## src/rtl/uart_frac_pkg.sv

```systemverilog
`timescale 1ns/1ps
package uart_frac_pkg;

    localparam int DATA_BITS = 8;
    localparam int FRAME_MAX = DATA_BITS + 4;
    localparam int CNT_W     = $clog2(FRAME_MAX + 1);
    localparam int IDX_W     = $clog2(DATA_BITS);

    typedef enum logic [1:0] {
        PAR_NONE = 2'b00,
        PAR_ODD  = 2'b01,
        PAR_EVEN = 2'b10,
        PAR_RSVD = 2'b11
    } parity_e;

    typedef struct packed {
        parity_e par;
        logic    stop_two;
    } frame_cfg_t;

    typedef struct packed {
        logic [DATA_BITS-1:0] data;
        logic                 perr;
        logic                 ferr;
    } rx_char_t;

    typedef enum logic [2:0] {
        RX_IDLE,
        RX_START,
        RX_DATA,
        RX_PAR,
        RX_STOP
    } rx_state_e;

    function automatic logic has_parity(parity_e p);
        return (p == PAR_ODD) || (p == PAR_EVEN);
    endfunction

    function automatic logic parity_bit(logic [DATA_BITS-1:0] d, parity_e p);
        return (p == PAR_ODD) ? ~(^d) : (^d);
    endfunction

    function automatic logic [CNT_W-1:0] frame_bits(frame_cfg_t c);
        logic [CNT_W-1:0] n;
        n = CNT_W'(DATA_BITS + 2);
        if (has_parity(c.par)) n = n + 1'b1;
        if (c.stop_two)        n = n + 1'b1;
        return n;
    endfunction

    function automatic logic [FRAME_MAX-1:0] build_frame(logic [DATA_BITS-1:0] d, frame_cfg_t c);
        logic [FRAME_MAX-1:0] f;
        f = '1;
        f[0] = 1'b0;
        f[DATA_BITS:1] = d;
        if (has_parity(c.par)) f[DATA_BITS+1] = parity_bit(d, c.par);
        return f;
    endfunction

endpackage

```

## src/rtl/bit_sync.sv

```systemverilog
`timescale 1ns/1ps
module bit_sync #(
    parameter int   STAGES  = 2,
    parameter logic RST_VAL = 1'b1
) (
    input  logic clk,
    input  logic rst,
    input  logic d,
    output logic q
);
    logic [STAGES-1:0] chain;

    always_ff @(posedge clk) begin
        if (rst) chain <= {STAGES{RST_VAL}};
        else     chain <= {chain[STAGES-2:0], d};
    end

    assign q = chain[STAGES-1];
endmodule

```

## src/rtl/frac_baud_gen.sv

```systemverilog
`timescale 1ns/1ps
module frac_baud_gen #(
    parameter int ACC_W = 16
) (
    input  logic             clk,
    input  logic             rst,
    input  logic             clear,
    input  logic             preset_half,
    input  logic [ACC_W-1:0] step,
    output logic             tick
);
    localparam logic [ACC_W-1:0] HALF = {1'b1, {(ACC_W-1){1'b0}}};

    logic [ACC_W-1:0] acc;
    logic [ACC_W:0]   sum;

    always_comb begin
        sum  = {1'b0, acc} + {1'b0, step};
        tick = sum[ACC_W];
    end

    always_ff @(posedge clk) begin
        if (rst)              acc <= '0;
        else if (clear)       acc <= '0;
        else if (preset_half) acc <= HALF;
        else                  acc <= sum[ACC_W-1:0];
    end
endmodule

```

## src/rtl/uart_tx_core.sv

```systemverilog
`timescale 1ns/1ps
module uart_tx_core
    import uart_frac_pkg::*;
#(
    parameter int ACC_W = 16
) (
    input  logic                 clk,
    input  logic                 rst,
    input  logic [ACC_W-1:0]     rate,
    input  frame_cfg_t           cfg,
    input  logic                 hold_off,
    input  logic [DATA_BITS-1:0] din,
    input  logic                 din_valid,
    output logic                 din_ready,
    output logic                 txd
);
    logic                 busy;
    logic                 tick;
    logic                 accept;
    logic [FRAME_MAX-1:0] frm;
    logic [FRAME_MAX-1:0] sh;
    logic [CNT_W-1:0]     left;

    assign din_ready = !busy && !hold_off;
    assign accept    = din_valid && din_ready;

    always_comb frm = build_frame(din, cfg);

    frac_baud_gen #(.ACC_W(ACC_W)) u_gen (
        .clk         (clk),
        .rst         (rst),
        .clear       (accept),
        .preset_half (1'b0),
        .step        (rate),
        .tick        (tick)
    );

    always_ff @(posedge clk) begin
        if (rst) begin
            busy <= 1'b0;
            sh   <= '1;
            left <= '0;
        end else if (accept) begin
            busy <= 1'b1;
            sh   <= frm;
            left <= frame_bits(cfg) - CNT_W'(1);
        end else if (busy && tick) begin
            if (left == '0) begin
                busy <= 1'b0;
                sh   <= '1;
            end else begin
                sh   <= {1'b1, sh[FRAME_MAX-1:1]};
                left <= left - 1'b1;
            end
        end
    end

    assign txd = sh[0];
endmodule

```

## src/rtl/uart_rx_core.sv

```systemverilog
`timescale 1ns/1ps
module uart_rx_core
    import uart_frac_pkg::*;
#(
    parameter int ACC_W = 16
) (
    input  logic             clk,
    input  logic             rst,
    input  logic [ACC_W-1:0] rate,
    input  parity_e          par,
    input  logic             rxs,
    output logic             got,
    output rx_char_t         ch
);
    rx_state_e            state;
    parity_e              par_q;
    logic                 rxs_d;
    logic                 fall;
    logic                 tick;
    logic [DATA_BITS-1:0] sh;
    logic [IDX_W-1:0]     idx;
    logic                 perr_q;

    assign fall = (state == RX_IDLE) && rxs_d && !rxs;

    frac_baud_gen #(.ACC_W(ACC_W)) u_gen (
        .clk         (clk),
        .rst         (rst),
        .clear       (1'b0),
        .preset_half (fall),
        .step        (rate),
        .tick        (tick)
    );

    always_ff @(posedge clk) begin
        if (rst) rxs_d <= 1'b1;
        else     rxs_d <= rxs;
    end

    always_ff @(posedge clk) begin
        if (rst) begin
            state  <= RX_IDLE;
            par_q  <= PAR_NONE;
            sh     <= '0;
            idx    <= '0;
            perr_q <= 1'b0;
            got    <= 1'b0;
            ch     <= '0;
        end else begin
            got <= 1'b0;
            case (state)
                RX_IDLE: begin
                    if (fall) begin
                        state  <= RX_START;
                        par_q  <= par;
                        perr_q <= 1'b0;
                    end
                end
                RX_START: begin
                    if (tick) begin
                        idx   <= '0;
                        state <= rxs ? RX_IDLE : RX_DATA;
                    end
                end
                RX_DATA: begin
                    if (tick) begin
                        sh <= {rxs, sh[DATA_BITS-1:1]};
                        if (idx == IDX_W'(DATA_BITS - 1))
                            state <= has_parity(par_q) ? RX_PAR : RX_STOP;
                        else
                            idx <= idx + 1'b1;
                    end
                end
                RX_PAR: begin
                    if (tick) begin
                        perr_q <= (parity_bit(sh, par_q) != rxs);
                        state  <= RX_STOP;
                    end
                end
                RX_STOP: begin
                    if (tick) begin
                        got     <= 1'b1;
                        ch.data <= sh;
                        ch.perr <= perr_q;
                        ch.ferr <= !rxs;
                        state   <= RX_IDLE;
                    end
                end
                default: state <= RX_IDLE;
            endcase
        end
    end
endmodule

```

## src/rtl/uart_frac_top.sv

```systemverilog
`timescale 1ns/1ps
module uart_frac_top
    import uart_frac_pkg::*;
#(
    parameter int ACC_W     = 16,
    parameter int SYNC_DEPTH = 2
) (
    input  logic             clk,
    input  logic             rst,
    input  logic [ACC_W-1:0] rate_word,
    input  logic [1:0]       parity_mode,
    input  logic             stop_two,
    input  logic             flow_en,
    input  logic [7:0]       tx_data,
    input  logic             tx_valid,
    output logic             tx_ready,
    output logic [7:0]       rx_data,
    output logic             rx_valid,
    input  logic             rx_ready,
    output logic             rx_perr,
    output logic             rx_ferr,
    output logic             txd,
    input  logic             rxd,
    output logic             rts_n,
    input  logic             cts_n
);
    frame_cfg_t cfg;
    logic       cts_s;
    logic       rxs;
    logic       got;
    rx_char_t   ch;
    rx_char_t   held;
    logic       full;

    always_comb begin
        cfg.par      = parity_e'(parity_mode);
        cfg.stop_two = stop_two;
    end

    bit_sync #(.STAGES(SYNC_DEPTH), .RST_VAL(1'b1)) u_cts_sync (
        .clk (clk), .rst (rst), .d (cts_n), .q (cts_s)
    );

    bit_sync #(.STAGES(SYNC_DEPTH), .RST_VAL(1'b1)) u_rxd_sync (
        .clk (clk), .rst (rst), .d (rxd), .q (rxs)
    );

    uart_tx_core #(.ACC_W(ACC_W)) u_tx (
        .clk       (clk),
        .rst       (rst),
        .rate      (rate_word),
        .cfg       (cfg),
        .hold_off  (flow_en && cts_s),
        .din       (tx_data),
        .din_valid (tx_valid),
        .din_ready (tx_ready),
        .txd       (txd)
    );

    uart_rx_core #(.ACC_W(ACC_W)) u_rx (
        .clk  (clk),
        .rst  (rst),
        .rate (rate_word),
        .par  (cfg.par),
        .rxs  (rxs),
        .got  (got),
        .ch   (ch)
    );

    always_ff @(posedge clk) begin
        if (rst) begin
            full <= 1'b0;
            held <= '0;
        end else if (got) begin
            full <= 1'b1;
            held <= ch;
        end else if (full && rx_ready) begin
            full <= 1'b0;
        end
    end

    assign rx_valid = full;
    assign rx_data  = held.data;
    assign rx_perr  = held.perr;
    assign rx_ferr  = held.ferr;
    assign rts_n    = flow_en ? full : 1'b0;
endmodule

```

## config.mk

```make
export PLATFORM = sky130hd
export DESIGN_NAME = uart_frac_top
export DESIGN_NICKNAME = d
export VERILOG_FILES = /design/src/rtl/uart_frac_pkg.sv /design/src/rtl/bit_sync.sv /design/src/rtl/frac_baud_gen.sv /design/src/rtl/uart_tx_core.sv /design/src/rtl/uart_rx_core.sv /design/src/rtl/uart_frac_top.sv
export SDC_FILE = /design/constraint.sdc
export NUM_CORES = 1
export LEC_CHECK = 0
export ABC_AREA = 0
export BUFFER_PORTS_ARGS = -buffer_cell sky130_fd_sc_hd__buf_2
export CAP_MARGIN = 20
export CORE_MARGIN = 5
export CORE_UTILIZATION = 55
export DETAILED_ROUTE_END_ITERATION = 8
export PLACE_DENSITY_LB_ADDON = 0.15
export SYNTH_ARGS = -nofsm -noshare
export SYNTH_HDL_FRONTEND = slang
export SYNTH_SLANG_ARGS = --single-unit
```

## constraint.sdc

```tcl
create_clock -name clk -period 3.1 [get_ports clk]
set_clock_uncertainty 0.1 [all_clocks]
set_input_delay 0.31 -clock clk [delete_from_list [all_inputs] [get_ports clk]]
set_output_delay 0.31 -clock clk [all_outputs]
set_load 0.05 [all_outputs]
```

==> summary.md, run 1 <==
| Metric | Value |
|---|---|
| Status | finished, final reports clean |
| Post-synth EDFFs | 0 |
| RSZ-0062 raised after global routing | no |
| Worst r2r src | u_rx.u_gen.acc[0]$_SDFF_PP0_ |
| Gr ovfl total | 0 |
| R2R depth | 10 |
| IO Port Bufs | 47 |
| Slew headroom | approximately 61% |
| Post-synth top cells | 91 x dfxtp_1, 60 x nor2_1, 38 x ha_1 |
| Die Span X | approximately 100 um |
| Setup violators final | 0 |
| Final ANT Viol Nets | 0 |
| 1st-pass router iterations | 4 |
| Post-Syn Instances | between 500 and 600 |
| Vias in the first global route | between 3,000 and 4,000 |
| DP Area | around 5200 um^2 |
| Combinational Power Share | 38.0% |
| CTS H-Tree Depth | 3 |
| Share of post-route cells with drive strength above 1 | around 15% |
| Async SR Flop Fraction | 0% |
| Initial core utilization | between 50% and 60% |
| Clock Path Buffers | 2 |
| # hold bufs at CTS | 0 |
| Min-delay worst type | in -> reg |
| Most instantiated library cell after synthesis | dfxtp_1 |
| Hold Crit Depth | 2 |
| Slew @ Worst Pin | slightly below 0.6 ns |
| Number of DRC markers after the initial detailed-route iteration | 100 |
| Antenna diodes | 0 |
| Fin crit share | 88.3% |
| Switching Share | 36.4% |
| First-pass GRT wire length | 17.5 mm |
| Die area | around 11,000 um^2 |
| Initial antenna violation count | 0 |
| Post-CTS Setup Bufs | 0 |
| Share of the synthesized area in the top cell type | a little under two fifths |
| Peak VDD IR | about 0.00037 V |
| Worst setup SP type | flop |
| Max-cap violation count | 0 |
| Power Total | 0.00349 W |
| Clk Latency, worst-skew pair | about 0.36 ns |
| CP max-delay cell | fa_1 |
| Synthesis-to-finish area growth | 10.7% |
| Top_reg_cell synth | dfxtp_1 |
| Layout Cells excl Fill | around 700 |
| Sequential fraction of the synthesis area | 37.2% |
| CTS tree | done |
| Hold_sp | cts_n |
| Dpl hpwl | approximately 7.7 mm |
| F_max | between 0.3 and 0.4 GHz |
| Wire length per cell | 14.3 um |
| Final Util | between 60% and 70% |
| P per Cell Area | around 640 nW/um^2 |
| Post-synth top area cell | dfxtp_1 |
| Cts repair resizes | 0 |
| Distinct cells, synth | 59 |
| Critical Path Max Stage Delay | around 0.4 ns |
| Placed cells | between 600 and 700 |
| Final net count | between 600 and 700 |
| Kind of critical path | reg -> reg |
| Yosys reg bits | approximately 90 |
| R2R setup slack | 0.36 ns |
| Synth Warn # | 0 |
| R2R Path End | u_rx.ch[3]$_SDFFE_PP0P_ |
| Rows | 34 |
| DR vias | ~3,800 |
| Switching power total | about 0.0013 W |
| Setup crit end kind | flop |
| CP cell instances | ha_1, inv_1, fa_1, nor2b_1, o21ai_1, a21oi_1, a2111oi_4, o21ai_2, and2_1, mux2i_1 |
| Reg power frac | 39.6% |
| Residual DRC | 0 |
| CTS Root Cell | clkbuf_8 |
| GRT Total Usage | 18.9% |
| Core ar. | about 8700 um^2 |
| Final Max Slew Viols | 0 |
| Leakage | about 2.4 nW |
| Fin Setup TNS | 0 ns |
| Post-layout min period | between 2 and 3 ns |
| Largest cells by area after synthesis | dfxtp_1 37%, ha_1 9.7%, mux2i_1 7.0% |
| Post-route cell area | between 5000 and 6000 um^2 |
| Vias/cell | between 5 and 6 |
| CTS Sinks | 91 |
| Crit Path Max Fanout | 7 |
| CTS buffer count | 9 |
| Mapped Area | just under 5000 um^2 |
| Average size of a mapped cell | approximately 9.1 um^2 |
| Hold Path End | u_cts_sync.chain[0]$_SDFF_PP1_ |
| Critical path arrival | a little under 3 ns |
| Worst Path Required | between 3 and 4 ns |
| Clk pwr share | approximately 22% |
| I/O pin count | 48 |
| Pin count of the biggest net entering global routing | 40 |
| WL final | 10.0 mm |
| Final GP Congestion | between 0.8 and 0.9 |
| Die height | 104 um |
| Syn_nets | 614 |
| Reg clk slew, reported paths | ~0.10 ns |
| Int Pwr | 0.00222 W |
| Final hold vios | 0 |
-- flip-flops by register name, indices dropped and copies added (netlist names) --
signal	flops
u_rx.got	1
u_rx.par_q	2
u_rx.idx	3
rx_valid	1
u_rx.u_gen.acc	16
u_rx.rxs_d	1
u_rx.perr_q	1
u_tx.u_gen.acc	16
u_tx.left	4
rx_ferr	1
rx_perr	1
u_rx.sh	8
u_rx.ch	10
u_tx.sh	10
rx_data	8
u_rx.state	3
u_rxd_sync.chain	2
u_tx.busy	1
u_cts_sync.chain	2
-- power by group through the flow --
stage / Combinational [W] / Sequential, W / Clock [W]
floorplan: 0.00106 / 0.00140 / 0
global placement: 0.00127 / 0.00141 / 0
detailed placement: 0.00131 / 0.00141 / 0
CTS: 0.00133 / 0.00138 / 0.000805
global route: 0.00150 / 0.00140 / 0.000867
finish: 0.00132 / 0.00138 / 0.000781
-- worst max-delay path by stage --
stage / from / end / slack [ns] / cells past startpoint
2_1_floorplan: flow_en / u_tx.left[2]$_SDFFE_PP0P_ / 0.48 / 9
3_3_place_gp: rate_word[0] / u_rx.ch[6]$_SDFFE_PP0P_ / 0.30 / 11
3_5_place_dp: rate_word[0] / u_rx.ch[3]$_SDFFE_PP0P_ / 0.22 / 11
4_1_cts: u_rx.u_gen.acc[0]$_SDFF_PP0_ / u_rx.ch[3]$_SDFFE_PP0P_ / 0.32 / 10
5_1_grt: u_rx.u_gen.acc[0]$_SDFF_PP0_ / u_rx.ch[3]$_SDFFE_PP0P_ / 0.08 / 10
6_report: u_rx.u_gen.acc[0]$_SDFF_PP0_ / u_rx.ch[3]$_SDFFE_PP0P_ / 0.36 / 10
-- layout by cell type (no fill, tap or decap), types with 3 or more instances in the layout --
master,n
dfxtp_1,91
nor2_1,60
buf_2,47
ha_1,38
a21oi_1,35
mux2i_1,34
nand2_1,24
xnor2_1,24
nand2b_1,22
o21ai_0,19
nor3_1,18
a21o_1,14
nand3_1,13
xor2_1,13
inv_1,12
and2_1,9
nand4_1,9
clkbuf_8,9
or2_2,8
and3_1,7
a211oi_1,7
o21a_1,6
a31oi_1,6
nor2b_1,5
buf_4,5
or3_1,4
o21bai_1,4
a32o_1,3
nand3b_1,3
nor4_1,3
clkinv_4,3
inv_8,3
-- layer usage --
| metal | vias up | wire length [um] | global-route usage, % | share of wire, % |
|---|---|---|---|---|
| li1 | 2013 | - | - | - |
| met1 | 1764 | 4770 | 24.4 | 48 |
| met2 | 52 | 4810 | 31.9 | 48 |
| met3 | 13 | 284 | 3.66 | 2.8 |
| met4 | 0 | 155 | 5.37 | 1.5 |
| met5 | - | 0 | 0 | 0 |
-- critical path: cells and delay by family (launching register included) --
family          cells  cell delay [ns]
mux                 1             0.23
simple gates        2             0.56
fa+ha+maj           2             0.55
compound gates      4             0.84
buf+inv             1             0.06
flops               1             0.32
-- cells by family after synthesis --
kind of cell / after synthesis / synth area share [%]
flops: 91 / 37.2
simple gates: 194 / 20.5
mux: 34 / 6.95
buf+inv: 29 / 2.48
xor+xnor: 37 / 6.62
fa+ha+maj: 40 / 10.5
compound gates: 115 / 15.7
-- layout make-up --
type	count	area, um^2
repair buffers	52	273
flip-flops and latches	91	1820
clock buffers	9	124
multi-input cells	420	2950
clock inverters	7	68.8
fillers	804	3260
well taps	108	135
inverters	12	45.0
-- per-stage QoR --
stage               hold WS, ns  setup slack (ns)
floorplan                 0.289             0.479
global placement          0.295             0.299
detailed placement        0.299             0.224
CTS                      0.0179             0.321
global route             0.0187            0.0755
finish                   0.0272             0.364
Note: power is estimated with default switching activity, not from simulation.
==> inputs of run 2 (changes only) <==
==> constraint.sdc (replaced) <==
create_clock -name clk -period 3.06 [get_ports clk]
set_clock_uncertainty 0.1 [all_clocks]
set_input_delay 0.306 -clock clk [delete_from_list [all_inputs] [get_ports clk]]
set_output_delay 0.306 -clock clk [all_outputs]
set_load 0.05 [all_outputs]
==> summary.md, run 2 (synthesized netlist as in run 1, its figures left out) <==
| Metric | Value |
|---|---|
| Status | finished, final reports clean |
| Synthesis-to-finish area growth | 10.7% (about the same) |
| Critical Path Max Stage Delay | 0.41 ns (about the same) |
| CTS buffer count | 9 (unchanged) |
| Max-cap violation count | 0 (unchanged) |
| Final net count | 660 (unchanged) |
| Final hold vios | 0 (unchanged) |
| CTS Sinks | 91 (unchanged) |
| Setup violators final | 0 (unchanged) |
| Share of post-route cells with drive strength above 1 | 14.6% (unchanged) |
| Post-layout min period | 2.79 ns (+0.0527 ns) |
| Vias in the first global route | 3,684 (-3.4%) |
| Worst setup SP type | flop |
| DR vias | 3,889 (+1.2%) |
| Switching Share | 36.4% (about the same) |
| Slew headroom | 59.5% (-1.2 points) |
| CP cell instances | ha_1, inv_1, fa_1, nor2b_1, o21ai_1, a21oi_1, a2111oi_4, o21ai_2, and2_1, mux2i_1 |
| # hold bufs at CTS | 0 (unchanged) |
| CTS tree | done |
| GRT Total Usage | 18.5% (-0.37 points) |
| Core ar. | 8680 um^2 (unchanged) |
| I/O pin count | 48 (unchanged) |
| Int Pwr | 0.00224 W (+1.2%) |
| Most frequent cells in the layout | 91 x dfxtp_1, 60 x nor2_1, 47 x buf_2, 38 x ha_1, 35 x a21oi_1 |
| Leakage | 2.42 nW (-0.33%) |
| Reg clk slew, reported paths | 0.10 ns (about the same) |
| Antenna diodes | 0 (unchanged) |
| CTS H-Tree Depth | 3 (unchanged) |
| Worst Path Required | 3.25 ns (-0.04 ns) |
| WL final | 9.96 mm (-0.59%) |
| Wire length per cell | 14.2 um (-0.59%) |
| Biggest regs | u_rx.u_gen.acc: 16 flops, u_tx.u_gen.acc: 16 flops |
| Gr ovfl total | 0 (unchanged) |
| Rows | 34 (unchanged) |
| 1st-pass router iterations | 5 (+1) |
| Crit Path Max Fanout | 7 (unchanged) |
| CP max-delay cell | and2_1 |
| Final Util | 62.4% (about the same) |
| Switching power total | 0.00128 W (+1.3%) |
| First-pass GRT wire length | 17.1 mm (-2.0%) |
| Reg power frac | 39.7% (about the same) |
| Placed cells | 683 (unchanged) |
| Cts repair resizes | 0 (unchanged) |
| Layout Cells excl Fill | 699 (unchanged) |
| Clock Path Buffers | 2 (unchanged) |
| Vias/cell | 5.56 (+1.2%) |
| Most common cell after layout, fill and taps aside | dfxtp_1 |
| Residual DRC | 0 (unchanged) |
| Fin crit share | 91.1% (+2.9 points) |
| Initial antenna violation count | 0 (unchanged) |
| Pin count of the biggest net entering global routing | 40 (unchanged) |
| Clk pwr share | 22.5% (about the same) |
| IO Port Bufs | 47 (unchanged) |
| Post-CTS Setup Bufs | 0 (unchanged) |
| Combinational Power Share | 37.8% (-0.2 points) |
| Kind of critical path | reg -> reg |
| Slew @ Worst Pin | 0.606 ns (+0.0181 ns) |
| Die height | 104 um (unchanged) |
| Setup crit end kind | flop |
| Power Total | 0.00353 W (+1.2%) |
| Die Span X | 104 um (unchanged) |
| Min-delay worst type | in -> reg |
| F_max | 0.359 GHz (-1.9%) |
| Final GP Congestion | 0.863 (about the same) |
| RSZ-0062 raised after global routing | no |
| Fin Setup TNS | 0 ns (unchanged) |
| Dpl hpwl | 7.65 mm (-0.98%) |
| CTS Root Cell | clkbuf_8 |
| Clk Latency, worst-skew pair | 0.36 ns (about the same) |
| Number of DRC markers after the initial detailed-route iteration | 150 (+50%) |
| Final ANT Viol Nets | 0 (unchanged) |
| Peak VDD IR | 0.000294 V (-20%) |
| Initial core utilization | 56.4% (unchanged) |
| Final Max Slew Viols | 0 (unchanged) |
| Die area | 10,900 um^2 (unchanged) |
| Critical path arrival | 2.98 ns (+0.06 ns) |
| P per Cell Area | 651 nW/um^2 (+1.2%) |
## run 2: cell types whose count changed in the layout (fill, tap and decap cells not counted), sizes merged
cell	before	now
clkinvlp	0	2
clkinv	3	1
## run 2: layer usage
metal,routed length (um),vias to the layer above,track usage [%]
met5,0,-,0
met4,41,0,5.18
met3,420,4,3.48
met2,4780,78,30.7
met1,4720,1794,24.5
li1,-,2013,-
## run 2: final timing paths
path	start	endpoint	slack, ns	cells after the start
setup reg to reg	u_rx.u_gen.acc[0]$_SDFF_PP0_	u_rx.ch[6]$_SDFFE_PP0P_	0.27	10
setup / recovery	u_rx.u_gen.acc[0]$_SDFF_PP0_	u_rx.ch[6]$_SDFFE_PP0P_	0.27	10
hold reg to reg	u_rxd_sync.chain[0]$_SDFF_PP1_	u_rxd_sync.chain[1]$_SDFF_PP1_	0.32	1
hold / removal	cts_n	u_cts_sync.chain[0]$_SDFF_PP1_	0.02	2
## run 2: area by class of cell
class | count | area (um^2)
Sequential cell | 91 | 1820
Clock inverter | 7 | 66.3
Fill cell | 787 | 3260
Inverter | 12 | 45.0
Tap cell | 108 | 135
Clock buffer | 9 | 124
Timing Repair Buffer | 52 | 273
Multi-Input combinational cell | 420 | 2950
## run 2: metrics by stage
stage	cell area [um^2]	setup slack [ns]	hold WS (ns)
floorplan	4900	0.442	0.289
global placement	5230	0.262	0.296
detailed placement	5230	0.168	0.300
CTS	5420	0.257	0.0132
global route	5420	0.0332	0.0187
finish	5420	0.271	0.0203
## run 2: power groups by stage
stage	clock [W]	sequential, W	combinational [W]
2_1_floorplan	0	0.00142	0.00107
3_3_place_gp	0	0.00142	0.00129
3_5_place_dp	0	0.00143	0.00133
4_1_cts	0.000813	0.00140	0.00134
5_1_grt	0.000875	0.00142	0.00151
6_report	0.000792	0.00140	0.00133
## run 2: worst max-delay path, delay by kind of cell, from the launching register on
| family | cells | cell delay, ns |
|---|---|---|
| and+or+nand+nor | 2 | 0.57 |
| buffers and inverters | 1 | 0.06 |
| DFF | 1 | 0.32 |
| muxes | 1 | 0.25 |
| AOI/OAI and AO/OA | 4 | 0.87 |
| adders and majority gates | 2 | 0.56 |
==> inputs of run 3 (changes only) <==
--- a/config.mk
+++ b/config.mk
@@ -9,7 +9,7 @@
 export BUFFER_PORTS_ARGS = -buffer_cell sky130_fd_sc_hd__buf_2
 export CAP_MARGIN = 20
 export CORE_MARGIN = 5
-export CORE_UTILIZATION = 55
+export CORE_UTILIZATION = 58
 export DETAILED_ROUTE_END_ITERATION = 8
 export PLACE_DENSITY_LB_ADDON = 0.15
 export SYNTH_ARGS = -nofsm -noshare
==> summary.md, run 3 (synthesized netlist as in run 1, its figures left out) <==
| Metric | Value |
|---|---|
| Final Util | 66.6% (+4.1 points) |
| Fin Setup TNS | 0 ns (unchanged) |
| Fill cells | 703 (-11%) |
| Post-CTS Setup Bufs | 0 (unchanged) |
| Final Max Slew Viols | 0 (unchanged) |
| Clk Latency, worst-skew pair | 0.36 ns (about the same) |
| Switching Share | 33.9% (-2.5 points) |
| Initial core utilization | 59.6% (+3.2 points) |
| Slew @ Worst Pin | 0.579 ns (-0.0275 ns) |
| Initial antenna violation count | 0 (unchanged) |
| Reg power frac | 37.5% (-2.2 points) |
| Residual DRC | 0 (unchanged) |
| DR vias | 3,947 (+1.5%) |
| Number of DRC markers after the initial detailed-route iteration | 170 (+13%) |
| GRT Total Usage | 20.7% (+2.2 points) |
| Critical Path Max Stage Delay | 0.40 ns (about the same) |
| F_max | 0.362 GHz (+1.1%) |
| Kind of critical path | reg -> reg |
| Leakage | 2.44 nW (+1.0%) |
| Fin crit share | 90.2% (-0.99 points) |
| Switching power total | 0.00127 W (-1.3%) |
| Slew headroom | 61.4% (+1.8 points) |
| Peak VDD IR | 0.000336 V (+15%) |
| Rows | 33 (-2.9%) |
| Vias/cell | 5.67 (+1.9%) |
| Most frequent cells in the layout | 91 x dfxtp_1, 60 x nor2_1, 47 x buf_2, 38 x ha_1, 35 x a21oi_1 |
| Core ar. | 8220 um^2 (-5.3%) |
| RSZ-0062 raised after global routing | no |
| Critical path arrival | 2.90 ns (-0.08 ns) |
| Setup violators final | 0 (unchanged) |
| Synthesis-to-finish area growth | 11.7% |
| CTS Sinks | 91 (unchanged) |
| Max-cap violation count | 0 (unchanged) |
| # hold bufs at CTS | 0 (unchanged) |
| Biggest regs | u_rx.u_gen.acc: 16 flops, u_tx.u_gen.acc: 16 flops |
| Final GP Congestion | 0.868 (+0.51%) |
| I/O pin count | 48 (unchanged) |
| Int Pwr | 0.00248 W (+10%) |
| Combinational Power Share | 36.0% (-1.8 points) |
| Cts repair resizes | 0 (unchanged) |
| CP cell instances | ha_1, inv_1, fa_1, nor2b_1, o21ai_1, a21oi_1, a2111oi_4, o21ai_2, buf_4, and2_1, o21ai_0 |
| Die Span X | 102 um (-2.4%) |
| Dpl hpwl | 7.69 mm (+0.43%) |
| Final ANT Viol Nets | 0 (unchanged) |
| Antenna diodes | 0 (unchanged) |
| Worst Path Required | 3.20 ns (-0.05 ns) |
| Post-layout min period | 2.76 ns (-0.0302 ns) |
| CTS H-Tree Depth | 3 (unchanged) |
| Setup crit end kind | flop |
| Final net count | 660 (unchanged) |
| Die height | 102 um (-2.4%) |
| Pin count of the biggest net entering global routing | 45 (+13%) |
| Worst setup SP type | flop |
| CP max-delay cell | fa_1 |
| CTS Root Cell | clkbuf_8 |
| Status | finished, final reports clean |
| Clock Path Buffers | 2 (unchanged) |
| IO Port Bufs | 47 (unchanged) |
| P per Cell Area | 684 nW/um^2 (+5.1%) |
| CTS buffer count | 9 (unchanged) |
| CTS tree | done |
| Crit Path Max Fanout | 5 (-2) |
| First-pass GRT wire length | 17.3 mm (+1.1%) |
| R2R setup slack | 0.30 ns (+0.03 ns) |
| WL final | 10.2 mm (+2.5%) |
| 1st-pass router iterations | 4 (-1) |
| Min-delay worst type | in -> reg |
| Clk pwr share | 26.5% (+4.0 points) |
| Final hold vios | 0 (unchanged) |
| Gr ovfl total | 0 (unchanged) |
| Vias in the first global route | 3,801 (+3.2%) |
| Reg clk slew, reported paths | 0.09 ns (about the same) |
| Share of post-route cells with drive strength above 1 | 14.6% (unchanged) |
| Wire length per cell | 14.7 um (+3.0%) |
| Most common cell after layout, fill and taps aside | dfxtp_1 |
| Die area | 10,400 um^2 (-4.7%) |
run 3: cell types whose count changed in the layout (fill, tap and decap cells not counted), sizes merged:
cell	previous run	this run
clkinv	1	0
bufinv	0	3
inv	16	14
run 3: final cells by class:
class,instances,area [um^2],share of cell area (%)
sequential,91,1820,33.3
clock buffer,9,124,2.26
timing repair buffer,52,273,4.99
multi-input combinational,420,2950,54.0
inverter,12,45.0,0.823
clock inverter,7,123,2.24
tap,105,131,2.40
run 3: critical path: cells and delay by family (launching register included):
kind | cells | cell delay (ns)
compound gates | 5 | 0.98
fa+ha+maj | 2 | 0.57
buf+inv | 2 | 0.27
flops | 1 | 0.32
simple gates | 2 | 0.39
run 3: through the flow:
step	instances	total power [W]	setup WS, ns	hold WS, ns	cell area [um^2]
floorplan	540	0.00249	0.442	0.289	4900
global placement	680	0.00271	0.361	0.298	5220
detailed placement	680	0.00276	0.211	0.296	5220
CTS	696	0.00376	0.324	0.0176	5470
global route	696	0.00400	0.0674	0.0104	5470
finish	696	0.00374	0.301	0.0223	5470
run 3: path summary, 6_finish.rpt:
check	to	depth (start not counted)	start
hold / removal	u_cts_sync.chain[0]$_SDFF_PP1_	2	cts_n
hold reg to reg	u_rxd_sync.chain[1]$_SDFF_PP1_	1	u_rxd_sync.chain[0]$_SDFF_PP1_
setup reg to reg	u_rx.sh[7]$_SDFFE_PP0P_	11	u_rx.u_gen.acc[0]$_SDFF_PP0_
setup / recovery	u_rx.sh[7]$_SDFFE_PP0P_	11	u_rx.u_gen.acc[0]$_SDFF_PP0_
run 3: power groups by stage:
| stage | Combinational (W) | Sequential [W] | Clock (W) |
|---|---|---|---|
| finish | 0.00135 | 0.00140 | 0.000992 |
| global route | 0.00151 | 0.00142 | 0.00107 |
| CTS | 0.00134 | 0.00140 | 0.00101 |
| detailed placement | 0.00133 | 0.00143 | 0 |
| global placement | 0.00129 | 0.00142 | 0 |
| floorplan | 0.00107 | 0.00142 | 0 |
run 3: layer usage:
metal / up-vias / part of all wire, % / GRT usage, %
met1: 1842 / 46 / 26.8
met3: 16 / 4.1 / 4.37
met4: 0 / 1.4 / 5.75
met2: 74 / 48 / 35.1
met5: - / 0 / 0
li1: 2015 / - / -
